--- src/rtl/xw_pkg.sv ---
package xw_pkg;
  localparam int VA_W  = 32;
  localparam int PA_W  = 41;
  localparam int ENT_W = 64;
  localparam int REG_W = 64;
  localparam int MA_W  = 64;
  localparam int RA_W  = 5;

  localparam int CTL_EN   = 0;
  localparam int CTL_G64  = 2;
  localparam int CTL_SZ   = 16;
  localparam int ENT_VLD  = 63;
  localparam int ENT_BIG  = 61;
  localparam int ENT_WR   = 1;
  localparam int PG8_SH   = 13;
  localparam int PG64_SH  = 16;
  localparam int SZ_MAX64 = 5;

  typedef enum logic [1:0] {
    PERM_NONE = 2'b00,
    PERM_RO   = 2'b01,
    PERM_RW   = 2'b11
  } perm_e;

  typedef enum logic {ST_IDLE, ST_FETCH} walk_st_e;

  typedef struct packed {
    logic            fault;
    perm_e           perm;
    logic            page64;
    logic [PA_W-1:0] pa;
  } xl_rsp_t;
endpackage

--- src/rtl/xw_regs.sv ---
module xw_regs
  import xw_pkg::*;
(
  input  logic             clk,
  input  logic             rst_n,
  input  logic             reg_wr,
  input  logic             reg_wide,
  input  logic [RA_W-1:0]  reg_addr,
  input  logic [REG_W-1:0] reg_wdata,
  output logic [REG_W-1:0] reg_rdata,
  output logic [REG_W-1:0] ctrl_o,
  output logic [REG_W-1:0] base_o
);
  localparam int HALF = REG_W / 2;

  logic [REG_W-1:0] ctrl_q, ctrl_d, base_q, base_d;
  logic             ctrl_en, base_en;
  logic             aligned, sel_ctl, sel_base, lo_half;

  function automatic logic [REG_W-1:0] merge_wr(input logic [REG_W-1:0] old,
                                                input logic [REG_W-1:0] wd,
                                                input logic wide, input logic lo);
    if (lo)        return {old[REG_W-1:HALF], wd[HALF-1:0]};
    else if (wide) return wd;
    else           return {wd[HALF-1:0], old[HALF-1:0]};
  endfunction

  function automatic logic [REG_W-1:0] pick_rd(input logic [REG_W-1:0] q,
                                               input logic wide, input logic lo);
    if (lo)        return {{HALF{1'b0}}, q[HALF-1:0]};
    else if (wide) return q;
    else           return {{HALF{1'b0}}, q[REG_W-1:HALF]};
  endfunction

  always_comb begin
    aligned  = (reg_addr[1:0] == 2'b00);
    sel_ctl  = aligned && (reg_addr[4:3] == 2'b00);
    sel_base = aligned && (reg_addr[4:3] == 2'b01);
    lo_half  = reg_addr[2];
    ctrl_en  = reg_wr && sel_ctl;
    base_en  = reg_wr && sel_base;
    ctrl_d   = merge_wr(ctrl_q, reg_wdata, reg_wide, lo_half);
    base_d   = merge_wr(base_q, reg_wdata, reg_wide, lo_half);
    if (sel_ctl)       reg_rdata = pick_rd(ctrl_q, reg_wide, lo_half);
    else if (sel_base) reg_rdata = pick_rd(base_q, reg_wide, lo_half);
    else               reg_rdata = '0;
  end

  always_ff @(posedge clk or negedge rst_n) begin
    if (!rst_n) begin
      ctrl_q <= '0;
      base_q <= '0;
    end else begin
      if (ctrl_en) ctrl_q <= ctrl_d;
      if (base_en) base_q <= base_d;
    end
  end

  assign ctrl_o = ctrl_q;
  assign base_o = base_q;
endmodule

--- src/rtl/xw_index.sv ---
module xw_index
  import xw_pkg::*;
(
  input  logic [VA_W-1:0] va,
  input  logic [MA_W-1:0] base,
  input  logic            gran64,
  input  logic [2:0]      size_code,
  output logic [MA_W-1:0] ent_addr,
  output logic            size_bad
);
  localparam int IDX8_W  = VA_W - 2 - PG8_SH;   // bits 29..13
  localparam int IDX64_W = VA_W - 1 - PG64_SH;  // bits 30..16
  localparam int OFF_W   = IDX8_W + 3;

  logic [IDX8_W-1:0]  idx8;
  logic [IDX64_W-1:0] idx64;
  logic [OFF_W-1:0]   off;
  logic [4:0]         keep;
  logic               unused_va;

  always_comb begin
    keep     = 5'd10 + {2'b00, size_code};
    idx8     = va[PG8_SH+IDX8_W-1:PG8_SH] & ((IDX8_W'(1) << keep) - IDX8_W'(1));
    idx64    = va[PG64_SH+IDX64_W-1:PG64_SH] & ((IDX64_W'(1) << keep) - IDX64_W'(1));
    size_bad = gran64 && (size_code > 3'(SZ_MAX64));
    if (gran64) off = {{(OFF_W-IDX64_W-3){1'b0}}, idx64, 3'b000};
    else        off = {idx8, 3'b000};
    ent_addr = base + {{(MA_W-OFF_W){1'b0}}, off};
  end

  assign unused_va = ^{va[VA_W-1], va[PG8_SH-1:0]};
endmodule

--- src/rtl/xw_decode.sv ---
module xw_decode
  import xw_pkg::*;
(
  input  logic [ENT_W-1:0] entry,
  input  logic [VA_W-1:0]  va,
  output xl_rsp_t          rsp
);
  logic unused_ent;

  always_comb begin
    rsp.fault  = 1'b1;
    rsp.perm   = PERM_NONE;
    rsp.page64 = 1'b0;
    rsp.pa     = '0;
    if (entry[ENT_VLD]) begin
      rsp.fault  = 1'b0;
      rsp.perm   = entry[ENT_WR] ? PERM_RW : PERM_RO;
      rsp.page64 = entry[ENT_BIG];
      if (entry[ENT_BIG])
        rsp.pa = {entry[PA_W-1:PG64_SH], va[PG64_SH-1:0]};
      else
        rsp.pa = {entry[PA_W-1:PG8_SH], va[PG8_SH-1:0]};
    end
  end

  assign unused_ent = ^{entry[62], entry[60:PA_W], entry[PG8_SH-1:2], entry[0],
                        va[VA_W-1:PG64_SH]};
endmodule

--- src/rtl/dma_xlate_walker.sv ---
module dma_xlate_walker
  import xw_pkg::*;
(
  input  logic             clk,
  input  logic             rst_n,
  input  logic             reg_wr,
  input  logic             reg_wide,
  input  logic [RA_W-1:0]  reg_addr,
  input  logic [REG_W-1:0] reg_wdata,
  output logic [REG_W-1:0] reg_rdata,
  input  logic             xl_req,
  input  logic [VA_W-1:0]  xl_addr,
  output logic             xl_busy,
  output logic             xl_rsp_valid,
  output logic             xl_rsp_fault,
  output logic [1:0]       xl_rsp_perm,
  output logic             xl_rsp_page64,
  output logic [PA_W-1:0]  xl_rsp_pa,
  output logic             mem_req,
  output logic [MA_W-1:0]  mem_addr,
  input  logic             mem_valid,
  input  logic [ENT_W-1:0] mem_data
);
  logic [REG_W-1:0] ctrl_w, base_w;
  logic [MA_W-1:0]  ent_addr_w;
  logic             size_bad_w;
  xl_rsp_t          dec_rsp_w;

  walk_st_e         state_q, state_d;
  logic [VA_W-1:0]  va_q;
  logic [MA_W-1:0]  maddr_q;
  xl_rsp_t          rsp_q, rsp_d;
  logic             rsp_vld_q, rsp_vld_d;
  logic             va_en, maddr_en, rsp_en;
  logic             unused_ctrl;

  xw_regs u_regs (
    .clk       (clk),
    .rst_n     (rst_n),
    .reg_wr    (reg_wr),
    .reg_wide  (reg_wide),
    .reg_addr  (reg_addr),
    .reg_wdata (reg_wdata),
    .reg_rdata (reg_rdata),
    .ctrl_o    (ctrl_w),
    .base_o    (base_w)
  );

  xw_index u_index (
    .va        (xl_addr),
    .base      (base_w),
    .gran64    (ctrl_w[CTL_G64]),
    .size_code (ctrl_w[CTL_SZ+2:CTL_SZ]),
    .ent_addr  (ent_addr_w),
    .size_bad  (size_bad_w)
  );

  xw_decode u_decode (
    .entry (mem_data),
    .va    (va_q),
    .rsp   (dec_rsp_w)
  );

  always_comb begin
    state_d   = state_q;
    va_en     = 1'b0;
    maddr_en  = 1'b0;
    rsp_en    = 1'b0;
    rsp_vld_d = 1'b0;
    rsp_d.fault  = 1'b0;
    rsp_d.perm   = PERM_NONE;
    rsp_d.page64 = 1'b0;
    rsp_d.pa     = '0;
    unique case (state_q)
      ST_IDLE: begin
        if (xl_req) begin
          va_en = 1'b1;
          if (!ctrl_w[CTL_EN]) begin
            rsp_en    = 1'b1;
            rsp_vld_d = 1'b1;
            rsp_d.perm = PERM_RW;
            rsp_d.pa   = {{(PA_W-VA_W){1'b0}}, xl_addr};
          end else if (size_bad_w) begin
            rsp_en      = 1'b1;
            rsp_vld_d   = 1'b1;
            rsp_d.fault = 1'b1;
          end else begin
            maddr_en = 1'b1;
            state_d  = ST_FETCH;
          end
        end
      end
      ST_FETCH: begin
        if (mem_valid) begin
          rsp_en    = 1'b1;
          rsp_vld_d = 1'b1;
          rsp_d     = dec_rsp_w;
          state_d   = ST_IDLE;
        end
      end
      default: state_d = ST_IDLE;
    endcase
  end

  always_ff @(posedge clk or negedge rst_n) begin
    if (!rst_n) begin
      state_q   <= ST_IDLE;
      va_q      <= '0;
      maddr_q   <= '0;
      rsp_q     <= '0;
      rsp_vld_q <= 1'b0;
    end else begin
      state_q   <= state_d;
      rsp_vld_q <= rsp_vld_d;
      if (va_en)    va_q    <= xl_addr;
      if (maddr_en) maddr_q <= ent_addr_w;
      if (rsp_en)   rsp_q   <= rsp_d;
    end
  end

  assign xl_busy       = (state_q == ST_FETCH);
  assign mem_req       = (state_q == ST_FETCH);
  assign mem_addr      = maddr_q;
  assign xl_rsp_valid  = rsp_vld_q;
  assign xl_rsp_fault  = rsp_q.fault;
  assign xl_rsp_perm   = rsp_q.perm;
  assign xl_rsp_page64 = rsp_q.page64;
  assign xl_rsp_pa     = rsp_q.pa;
  assign unused_ctrl   = ^{ctrl_w[REG_W-1:CTL_SZ+3], ctrl_w[CTL_SZ-1:CTL_G64+1], ctrl_w[1]};
endmodule

--- config.mk ---
export PLATFORM = sky130hd
export DESIGN_NAME = dma_xlate_walker
export DESIGN_NICKNAME = d
export VERILOG_FILES = /design/src/rtl/xw_pkg.sv /design/src/rtl/xw_regs.sv /design/src/rtl/xw_index.sv /design/src/rtl/xw_decode.sv /design/src/rtl/dma_xlate_walker.sv
export SDC_FILE = /design/constraint.sdc
export NUM_CORES = 1
export LEC_CHECK = 0
export BUFFER_PORTS_ARGS = -buffer_cell sky130_fd_sc_hd__buf_2
export CORE_ASPECT_RATIO = 0.75
export CORE_MARGIN = 2
export CORE_UTILIZATION = 50
export CTS_BUF_LIST = sky130_fd_sc_hd__clkbuf_8
export DETAILED_ROUTE_END_ITERATION = 8
export GPL_TIMING_DRIVEN = 0
export MAX_ROUTING_LAYER = met4
export PLACE_DENSITY = 0.76
export RECOVER_POWER = 100
export SETUP_SLACK_MARGIN = 0.05
export SYNTH_ARGS = -nofsm -noshare
export SYNTH_HDL_FRONTEND = slang
export SYNTH_SLANG_ARGS = --single-unit
--- constraint.sdc ---
create_clock -name clk -period 4.3 [get_ports clk]
set_input_delay 0 -clock clk [delete_from_list [all_inputs] [get_ports clk]]
set_output_delay 0 -clock clk [all_outputs]
set_load 0.05 [all_outputs]
==> summary.json, run 1 <==
{
  "run_status": "finished with violations",
  "violated_checks": "max-capacitance violations, max-slew violations",
  "synthesis.instances": 1331,
  "hold_viol_final": 0,
  "endpoint_kind": "register",
  "power_internal_uw": 5500,
  "ys_seq_area_share_pct": 48.0,
  "seqPwrFrac_pct": 37.2,
  "first_pass_detailed_route_iteration_total": 6,
  "synthesis.area_per_instance_sq_um": 9.98,
  "synth_commonest_cells": "dfrtp_1 (255), nor2_1 (147), nand2_1 (131), mux2i_1 (104)",
  "finalPower_uw": 10400,
  "placed_cells": 1989,
  "chipHeight_um": 145,
  "synth_top_cell_by_area": "dfrtp_1",
  "synth-warning-count": 0,
  "first_global_vias": 13100,
  "core_area_sq_mm": 0.0260,
  "period_needed_ns": 4.00,
  "yosysMostFrequentCell": "dfrtp_1",
  "worst-endpoint-required_ns": 4.70,
  "sequential_cell_area_sq_mm": 0.00638,
  "global_route.usage.total_pct": 36.2,
  "synth_simple_gate_area_share_pct": 13.2,
  "pwr-share-comb_pct": 43.1,
  "synth_top_flop_cell": "dfrtp_1",
  "routed_wirelength_mm": 49.4,
  "synth-edff-count": 0,
  "initial_core_util_pct": 51.0,
  "sw_frac_of_total_pct": 47.3,
  "antenna_violating_nets_post_route": 0,
  "ys_ff_latch": 255,
  "synth.top_cell.area_share_pct": 48.0,
  "criticalPathCategory": "reg2reg",
  "cts.path.max_buffers": 3,
  "cp_data_arrival_time_ns": 4.40,
  "finClkSkew_ns": 0.0306,
  "post_drt_via_cell_ratio": 6.10,
  "fillers": 2126,
  "layout.nets": 2020,
  "portBuffers": 312,
  "maximum_clock_frequency_ghz": 0.250,
  "main_combinational_cell_family_by_area_after_synthesis": "compound AO/OA/AOI/OAI gates",
  "clkSlewWorstSetupHoldPaths_ns": 0.06,
  "area_growth_pct": 29.8,
  "cts_tree": "done",
  "worst_skew_pair.late_latency_ns": 0.56,
  "drv_cap": 2,
  "cts.sinks": 255,
  "max_slew_margin_pct": -104,
  "synth_area_leaders": "dfrtp_1 (48%), mux2i_1 (7.8%), mux2_2 (6.4%), nor2_1 (4.2%), nand2_1 (3.7%)",
  "net-switching-power_uw": 4940,
  "dp.final_hpwl_mm": 34.4,
  "die_width_um": 192,
  "timing.final.crit_share_pct": 93.0,
  "synth.area.mux_share_pct": 14.3,
  "num_rows": 51,
  "place_worst_setup_slack_ns": 0.234,
  "cts-root-buf": "clkbuf_8",
  "grt_max_degree": 124,
  "cts_made_buffers": 40,
  "final.setup.worst_slack_ns": 0.300,
  "wire_length_per_cell_after_detailed_routing_um": 22.5,
  "post_synth_fa_ha_maj_area_fraction_pct": 1.94,
  "post-cts-setup-buffers": 0,
  "yosys.area_share.xor_xnor_pct": 2.18,
  "design.portCount": 347,
  "layout-drive-gt1-share_pct": 15.7,
  "crit_fanout": 10,
  "detail_route.drc_violations": 0,
  "layoutNonFillerInstCount": 2199,
  "hold_path.class": "in2reg",
  "proportion_of_register_bits_with_asynchronous_set_or_reset_after_synthesis_pct": 100,
  "crit_path_start_kind": "register",
  "ir_worst_vdd_uv": 393,
  "routed-via-count": 13400,
  "power.clock.fraction_pct": 19.8,
  "globalRouteOverflowTotal": 0,
  "drtIter0Drc": 1451,
  "grt_antenna_before_repair": 1,
  "synth_fp_nets": 1522,
  "worst_pin_slew_ns": 3.06,
  "ys_types": 66,
  "power.density_mw_per_mm2": 605,
  "dieArea_sq_mm": 0.0279,
  "htreeDepth": 2,
  "mappedNetlistArea_sq_mm": 0.0133,
  "static-leakage-power_uw": 0.00761,
  "synth-compound-area-share_pct": 16.0,
  "setup_failing_eps_final": 0,
  "final_max_slew_viol_count": 243,
  "multiInputGateArea_sq_mm": 0.00631,
  "gpl.final_weighted_congestion": 0.967,
  "grt_pass1_wl_mm": 75.9,
  "grt_setup_unrepaired": "false"
}
-- kinds of logic (layout without fill, tap and decap cells) --
kind of cell / count (synthesis) / after routing
fa+ha+maj: 20 / 20
simple gates: 383 / 383
xor+xnor: 33 / 33
other cells: 0 / 2
flops: 255 / 255
mux: 180 / 180
buf+inv: 143 / 665
compound gates: 317 / 317
-- worst paths after layout --
kind,slack [ns],from,end,cells after the start
min reg2reg,0.48,mem_addr[47]$_DFFE_PN0P_,mem_addr[47]$_DFFE_PN0P_,2
max in group asynchronous,1.23,rst_n,xl_rsp_pa[4]$_DFFE_PN0P_,3
min,0.07,reg_addr[2],u_regs.ctrl_o[34]$_DFFE_PN0P_,5
max,0.30,u_regs.ctrl_o[2]$_DFFE_PN0P_,mem_addr[41]$_DFFE_PN0P_,12
min in group asynchronous,0.70,rst_n,u_regs.ctrl_o[28]$_DFFE_PN0P_,3
max reg2reg,0.30,u_regs.ctrl_o[2]$_DFFE_PN0P_,mem_addr[41]$_DFFE_PN0P_,12
-- power groups by stage --
| stage | combinational, uW | sequential, uW | clock [uW] |
|---|---|---|---|
| final | 4490 | 3880 | 2060 |
| after global routing | 4770 | 3950 | 2180 |
| after CTS | 4550 | 3810 | 2060 |
| after detailed placement | 4340 | 3850 | 0 |
| after global placement | 4260 | 3810 | 0 |
| after floorplan | 1680 | 5130 | 0 |
-- repair_timing --
action / CTS / global route
endpoints found under the hold margin: 445 / 0
gates resized for setup: 0 / 4
endpoints found under the setup margin: 0 / 30
hold buffers: 142 / 0
-- registers in the layout, indices dropped and copies added, names as in the netlist --
register,count
u_regs.base_o,64
xl_rsp_valid,1
va_q,16
xl_rsp_page64,1
xl_rsp_fault,1
xl_rsp_pa,41
u_regs.ctrl_o,64
mem_req,1
mem_addr,64
xl_rsp_perm,2
-- stage by stage --
| stage | cell area (sq um) | util (%) | setup TNS [ns] | hold WS [ns] |
|---|---|---|---|---|
| after floorplan | 13300 | - | 0 | -0.296 |
| after detailed placement | 15300 | 58.9 | 0 | -0.171 |
| after global routing | 17200 | 66.2 | 0 | 0.103 |
| after global placement | 15300 | 58.7 | -332.74 | 0.180 |
| final | 17200 | 66.2 | 0 | 0.0712 |
| after CTS | 17500 | 67.3 | 0 | 0.0315 |
-- layout make-up --
cell class,count,area share [%]
Tap cell,344,2.50
Inverter,46,1.00
Clock inverter,17,0.566
Antenna cell,2,0.0290
Multi-Input combinational cell,933,36.6
Timing Repair Buffer,456,16.1
Clock buffer,49,3.91
Buffer,97,2.31
Sequential cell,255,37.0
-- critical path: stages, from the launching register on --
cell      delay (ns)
dfrtp_1         0.34
clkbuf_2        0.27
mux2_2          0.38
ha_1            0.23
fa_1            0.42
a21o_1          0.20
a311oi_1        0.43
nor3b_2         0.13
nor3_1          0.37
clkbuf_1        0.45
nor3_1          0.12
xnor2_1         0.35
o21ai_0         0.14
-- cell usage in the layout, fill, tap and decap left out, drive strengths merged, types with 3 or more instances in the layout --
cell	count
xor2	12
mux2i	104
a21oi	83
o211ai	5
and4	3
nand2b	3
and3	9
a22oi	32
a31oi	22
buf	145
a21o	11
or3	3
ha	19
nor3	15
xnor2	21
o21ai	48
nor2	147
nand2	131
and2	7
a22o	10
nand3	22
o22ai	32
dfrtp	255
nand4	10
inv	62
nor4	6
a222oi	32
clkbuf	315
dlygate4sd3	142
mux2	76
or4	19
a211oi	3
o31ai	19
o2111ai	4
-- metal layers --
| layer | GRT usage (%) | share of wire, % |
|---|---|---|
| met1 | 50.9 | 41 |
| met4 | 12.1 | 3.8 |
| met3 | 9.31 | 12 |
| met5 | - | 0 |
| met2 | 50.8 | 43 |
Power figures use the tool's default switching activity.
==> run 2, diff against run 1 <==
Settings changed: CTS_BUF_LIST sky130_fd_sc_hd__clkbuf_8 to unset.
==> run 2 against run 1 <==
  * The run still ends with max-capacitance violations, max-slew violations left
  * Worst setup slack worse by 0.11 ns
  * Final cell count decreased by 0.82%
  * First-iteration DRC count rose by 11%
  * Design area increased by 0.73%
  * Wire length fell by 0.80%
  * Global-route usage shrank 0.40 points
  * Sequential share of layout area decreased by 0.27 points
  * Worst hold slack worse by 0.069 ns
  * Core utilization increased by 0.48 points
  * Non-clock buffer count fell by 1
  * Critical endpoint is now mem_addr[35]$_DFFE_PN0P_
==> summary.json, run 2 (same netlist as run 1, synthesis figures left out) <==
{
  "cts_made_buffers": 26,
  "num_rows": 51,
  "worst_pin_slew_ns": 3.06,
  "post-cts-setup-buffers": 0,
  "cts_tree": "done",
  "criticalPathCategory": "reg2reg",
  "critical_path.max_stage_delay_ns": 0.48,
  "max_slew_margin_pct": -104,
  "seqPwrFrac_pct": 36.0,
  "final_cell_mix": "clkbuf_1 (263), dfrtp_1 (255), nor2_1 (147)",
  "violated_checks": "max-capacitance violations, max-slew violations",
  "worst-endpoint-required_ns": 4.72,
  "run_status": "finished with violations",
  "maximum_clock_frequency_ghz": 0.243,
  "globalRouteOverflowTotal": 0,
  "dieArea_sq_mm": 0.0279,
  "cts-root-buf": "clkbuf_16",
  "initial_core_util_pct": 51.0,
  "die_width_um": 192,
  "grt_pass1_wl_mm": 75.3,
  "endpoint_kind": "register",
  "power.density_mw_per_mm2": 620,
  "finClkSkew_ns": 0.0258,
  "crit_slowest_cell": "clkbuf_1",
  "setup_failing_eps_final": 0,
  "detail_route.drc_violations": 0,
  "htreeDepth": 1,
  "grt_setup_unrepaired": "false",
  "finalPower_uw": 10800,
  "grt_antenna_before_repair": 1,
  "drv_cap": 2,
  "hold_path.class": "in2reg",
  "cp_data_arrival_time_ns": 4.53,
  "timing.final.crit_share_pct": 95.6,
  "portBuffers": 312,
  "area_growth_pct": 30.8,
  "net-switching-power_uw": 4950,
  "clkSlewWorstSetupHoldPaths_ns": 0.06,
  "worstPathCellList": "clkbuf_1 > clkbuf_2 > mux2i_1 > nor2_1 > ha_1 > and4_1 > and4_1 > nor3b_2 > o21a_1 > clkbuf_1 > o2111ai_1 > xnor2_1 > mux2_2",
  "layout-drive-gt1-share_pct": 15.6,
  "static-leakage-power_uw": 0.00761,
  "cts.sinks": 255,
  "worst_skew_pair.late_latency_ns": 0.56,
  "grt_max_degree": 124,
  "antenna_violating_nets_post_route": 0,
  "sw_frac_of_total_pct": 46.0,
  "crit_path_start_kind": "register",
  "gpl.final_weighted_congestion": 0.967,
  "ff2ff_path_depth": 13,
  "pwr-share-comb_pct": 41.7,
  "cts.path.max_buffers": 3,
  "design.portCount": 347,
  "routed_wirelength_mm": 49.0,
  "crit_fanout": 10,
  "power_internal_uw": 5820,
  "final_core_utilization_pct": 66.7,
  "dp.final_hpwl_mm": 34.4,
  "ir_worst_vdd_uv": 402,
  "first_global_vias": 12900,
  "global_route.usage.total_pct": 35.8,
  "wire_length_per_cell_after_detailed_routing_um": 22.5,
  "period_needed_ns": 4.11,
  "hold_viol_final": 0,
  "post_drt_via_cell_ratio": 6.15,
  "routed-via-count": 13400,
  "final_max_slew_viol_count": 243,
  "drtIter0Drc": 1615,
  "layout.nets": 2005,
  "chipHeight_um": 145,
  "hold_path_depth": 5,
  "first_pass_detailed_route_iteration_total": 9,
  "power.clock.fraction_pct": 22.3,
  "layout.cells.most_common": "clkbuf_1",
  "core_area_sq_mm": 0.0260
}
-- run 2: power by group through the flow --
stage	clock [uW]	sequential (uW)	combinational [uW]
floorplan	0	5130	1680
global placement	0	3810	4260
detailed placement	0	3850	4340
CTS	2400	3810	4550
global route	2510	3950	4770
finish	2400	3880	4490
-- run 2: final timing paths --
path / slack (ns) / startpoint / to
setup / recovery: 0.19 / u_regs.ctrl_o[2]$_DFFE_PN0P_ / mem_addr[35]$_DFFE_PN0P_
hold / removal: 0.002 / reg_wr / u_regs.ctrl_o[34]$_DFFE_PN0P_
setup reg to reg: 0.19 / u_regs.ctrl_o[2]$_DFFE_PN0P_ / mem_addr[35]$_DFFE_PN0P_
hold reg to reg: 0.48 / mem_addr[5]$_DFFE_PN0P_ / mem_addr[5]$_DFFE_PN0P_
max in group asynchronous: 1.24 / rst_n / xl_rsp_pa[34]$_DFFE_PN0P_
min in group asynchronous: 0.70 / rst_n / u_regs.base_o[21]$_DFFE_PN0P_
-- run 2: metal layers --
layer / track usage [%] / up-vias / wire length, um / part of all wire, %
met4: 10.3 / 0 / 1670 / 3.4
met2: 51.1 / 942 / 21300 / 43
met3: 8.30 / 145 / 5570 / 11
li1: - / 5816 / - / -
met1: 50.8 / 6511 / 20500 / 42
met5: - / - / 0 / 0
-- run 2: final cells by class --
type	count	area, sq um
clock inverters	12	150
fillers	2094	8670
plain buffers	97	399
inverters	46	173
multi-input cells	933	6320
clock buffers	36	748
diodes	3	7.51
repair buffers	455	2760
well taps	344	430
flip-flops and latches	255	6380
-- run 2: repair_timing --
action                     CTS  global route
gates resized for setup      0             2
hold endpoints to repair   445             0
hold buffers               141             0
setup endpoints to repair    0            30
-- run 2: metrics by stage --
step	area [sq um]	TNS (ns)	hold slack (ns)	setup WS, ns	cells
global route	17400	0	0.0591	0.0566	2179
finish	17400	0	0.00187	0.191	2181
floorplan	13300	0	-0.296	0.843	1331
CTS	17600	0	0.000772	0.169	2178
global placement	15300	-332.74	0.180	-1.34	1987
detailed placement	15300	0	-0.171	0.234	1989
-- run 2: worst max-delay path: cells and delay by family, from the launching register on --
kind	cells	cell delay (ns)
XOR/XNOR	1	0.18
flip-flops	1	0.34
multiplexers	2	0.54
adder cells (fa/ha/maj)	1	0.41
AND/OR/NAND/NOR	4	0.77
buffers and inverters	3	1.31
AO/OA/AOI/OAI	2	0.42
==> run 3, diff against run 2 <==
Settings changed: CTS_CLUSTER_SIZE set to 30, PLACE_DENSITY 0.76 to 0.75, SYNTH_HIERARCHICAL set to 1.
==> run 3 against run 2 <==
  * Critical endpoint is now mem_addr[57]$_DFFE_PN0P_
  * Worst hold slack better by 0.056 ns
  * The flow still finishes with violations (max-capacitance violations, max-slew violations)
  * Design area up 6.0%
  * Wire length shrank 4.2%
  * Non-clock buffer count fell by 17
  * Die area up 10%
  * Critical path depth shrank 1
==> summary.json, run 3 <==
{
  "seqPwrFrac_pct": 34.6,
  "power.clock.fraction_pct": 22.8,
  "crit_path_start_kind": "register",
  "ir_worst_vdd_uv": 562,
  "hold_viol_final": 0,
  "worst_pin_slew_ns": 3.10,
  "post_drt_via_cell_ratio": 5.78,
  "die_width_um": 202,
  "synth_fp_nets": 1438,
  "layoutNonFillerInstCount": 2138,
  "cts.path.max_buffers": 3,
  "dp.final_hpwl_mm": 34.1,
  "synthesis.area_per_instance_sq_um": 11.8,
  "wire_length_per_cell_after_detailed_routing_um": 22.0,
  "first_global_vias": 12400,
  "crit_fanout": 10,
  "globalRouteOverflowTotal": 0,
  "grt_antenna_before_repair": 3,
  "layout-drive-gt1-share_pct": 25.4,
  "worst-endpoint-required_ns": 4.72,
  "layout.cells.most_common": "dfrtp_1",
  "cts_made_buffers": 27,
  "chipHeight_um": 152,
  "antenna_violating_nets_post_route": 0,
  "power.density_mw_per_mm2": 586,
  "gpl.final_weighted_congestion": 0.947,
  "cts.sinks": 255,
  "static-leakage-power_uw": 0.00826,
  "routed_wirelength_mm": 47.0,
  "endpoint_kind": "register",
  "period_needed_ns": 4.08,
  "hold_path.class": "in2reg",
  "grt_setup_unrepaired": "false",
  "initial_core_util_pct": 50.7,
  "cp_data_arrival_time_ns": 4.50,
  "final_cell_mix": "dfrtp_1 (255), clkbuf_1 (225), buf_2 (148)",
  "grt_pass1_wl_mm": 72.5,
  "layout.nets": 1913,
  "placed_cells": 1952,
  "routed-via-count": 12400,
  "final_core_utilization_pct": 63.5,
  "portBuffers": 311,
  "criticalPathCategory": "reg2reg",
  "dpl_cell_area_sq_mm": 0.0168,
  "detail_route.drc_violations": 0,
  "fillers": 2419,
  "drv_cap": 3,
  "synth-warning-count": 6,
  "finClkSkew_ns": 0.0146,
  "pwr-share-comb_pct": 42.7,
  "power_internal_uw": 6100,
  "cts-root-buf": "clkbuf_16",
  "core_area_sq_mm": 0.0290,
  "maximum_clock_frequency_ghz": 0.245,
  "dieArea_sq_mm": 0.0308,
  "finish.instance_area_sq_mm": 0.0184,
  "sw_frac_of_total_pct": 43.5,
  "setup_failing_eps_final": 0,
  "first_pass_detailed_route_iteration_total": 5,
  "max_slew_margin_pct": -107,
  "violated_checks": "max-capacitance violations, max-slew violations",
  "run_status": "finished with violations",
  "global_route.usage.total_pct": 30.9,
  "net-switching-power_uw": 4690,
  "grt_max_degree": 121,
  "final_max_slew_viol_count": 245,
  "worst_skew_pair.late_latency_ns": 0.54,
  "timing.final.crit_share_pct": 95.0,
  "design.portCount": 347,
  "area_growth_pct": 25.2,
  "mappedNetlistArea_sq_mm": 0.0147,
  "clkSlewWorstSetupHoldPaths_ns": 0.06,
  "synthesis.instances": 1247,
  "htreeDepth": 1,
  "cts_tree": "done",
  "drtIter0Drc": 1271,
  "num_rows": 54
}
run 3: critical path: stages, from the launching register on:
cell and delay, ns:
dfrtp_1 0.37, clkbuf_1 0.33, clkbuf_2 0.39, mux2_2 0.39, ha_1 0.36, a211oi_1 0.12
o21ai_1 0.28, nand4_1 0.39, a21oi_4 0.48, buf_6 0.24, o2111ai_1 0.16, xnor2_1 0.18
mux2_4 0.26
run 3: cell type report:
type                    count  area, sq um  share of cell area, %
inverters                  15         56.3                  0.306
diodes                      3         7.51                 0.0408
clock inverters            14          161                  0.877
clock buffers              36          779                   4.23
multi-input cells         888         7340                   39.9
repair buffers            446         2680                   14.5
well taps                 392          490                   2.66
plain buffers              89          509                   2.77
flip-flops and latches    255         6380                   34.7
run 3: layer usage:
layer	vias to the layer above	GRT usage (%)	routed length, um
li1	5512	-	-
met1	6123	45.6	21000
met2	599	44.4	20600
met3	117	4.56	3920
met4	0	8.54	1510
met5	-	-	0
run 3: worst paths after layout:
check,start,cells past startpoint,endpoint,slack (ns)
hold / removal,reg_addr[2],3,u_regs/base_o[32]$_DFFE_PN0P_,0.06
setup reg to reg,u_regs/ctrl_o[2]$_DFFE_PN0P_,12,mem_addr[57]$_DFFE_PN0P_,0.22
max in group asynchronous,rst_n,3,xl_rsp_pa[9]$_DFFE_PN0P_,1.25
setup / recovery,u_regs/ctrl_o[2]$_DFFE_PN0P_,12,mem_addr[57]$_DFFE_PN0P_,0.22
hold reg to reg,va_q[8]$_DFFE_PN0P_,2,va_q[8]$_DFFE_PN0P_,0.47
min in group asynchronous,rst_n,3,mem_addr[54]$_DFFE_PN0P_,0.70
run 3: what timing repair did:
| item | in CTS | in global routing |
|---|---|---|
| resized for setup | 0 | 2 |
| setup endpoints to repair | 0 | 27 |
| endpoints found under the hold margin | 445 | 0 |
| hold buffers | 133 | 0 |
| setup buffers | 0 | 0 |
run 3: per-stage QoR:
step	power (uW)	worst slack [ns]	hold WS, ns	setup TNS, ns
6_report	10800	0.215	0.0581	0
5_1_grt	11300	0.0493	0.0586	0
4_1_cts	11200	0.128	0.0110	0
3_5_place_dp	8530	0.157	-0.163	0
3_3_place_gp	8440	-1.37	0.214	-344.75
2_1_floorplan	7250	0.991	-0.296	0
run 3: power groups by stage:
| stage | Combinational (uW) | Sequential, uW | Clock [uW] |
|---|---|---|---|
| CTS | 4970 | 3720 | 2490 |
| global route | 4860 | 3830 | 2590 |
| global placement | 4710 | 3720 | 0 |
| detailed placement | 4780 | 3750 | 0 |
| finish | 4600 | 3730 | 2460 |
| floorplan | 2100 | 5150 | 0 |
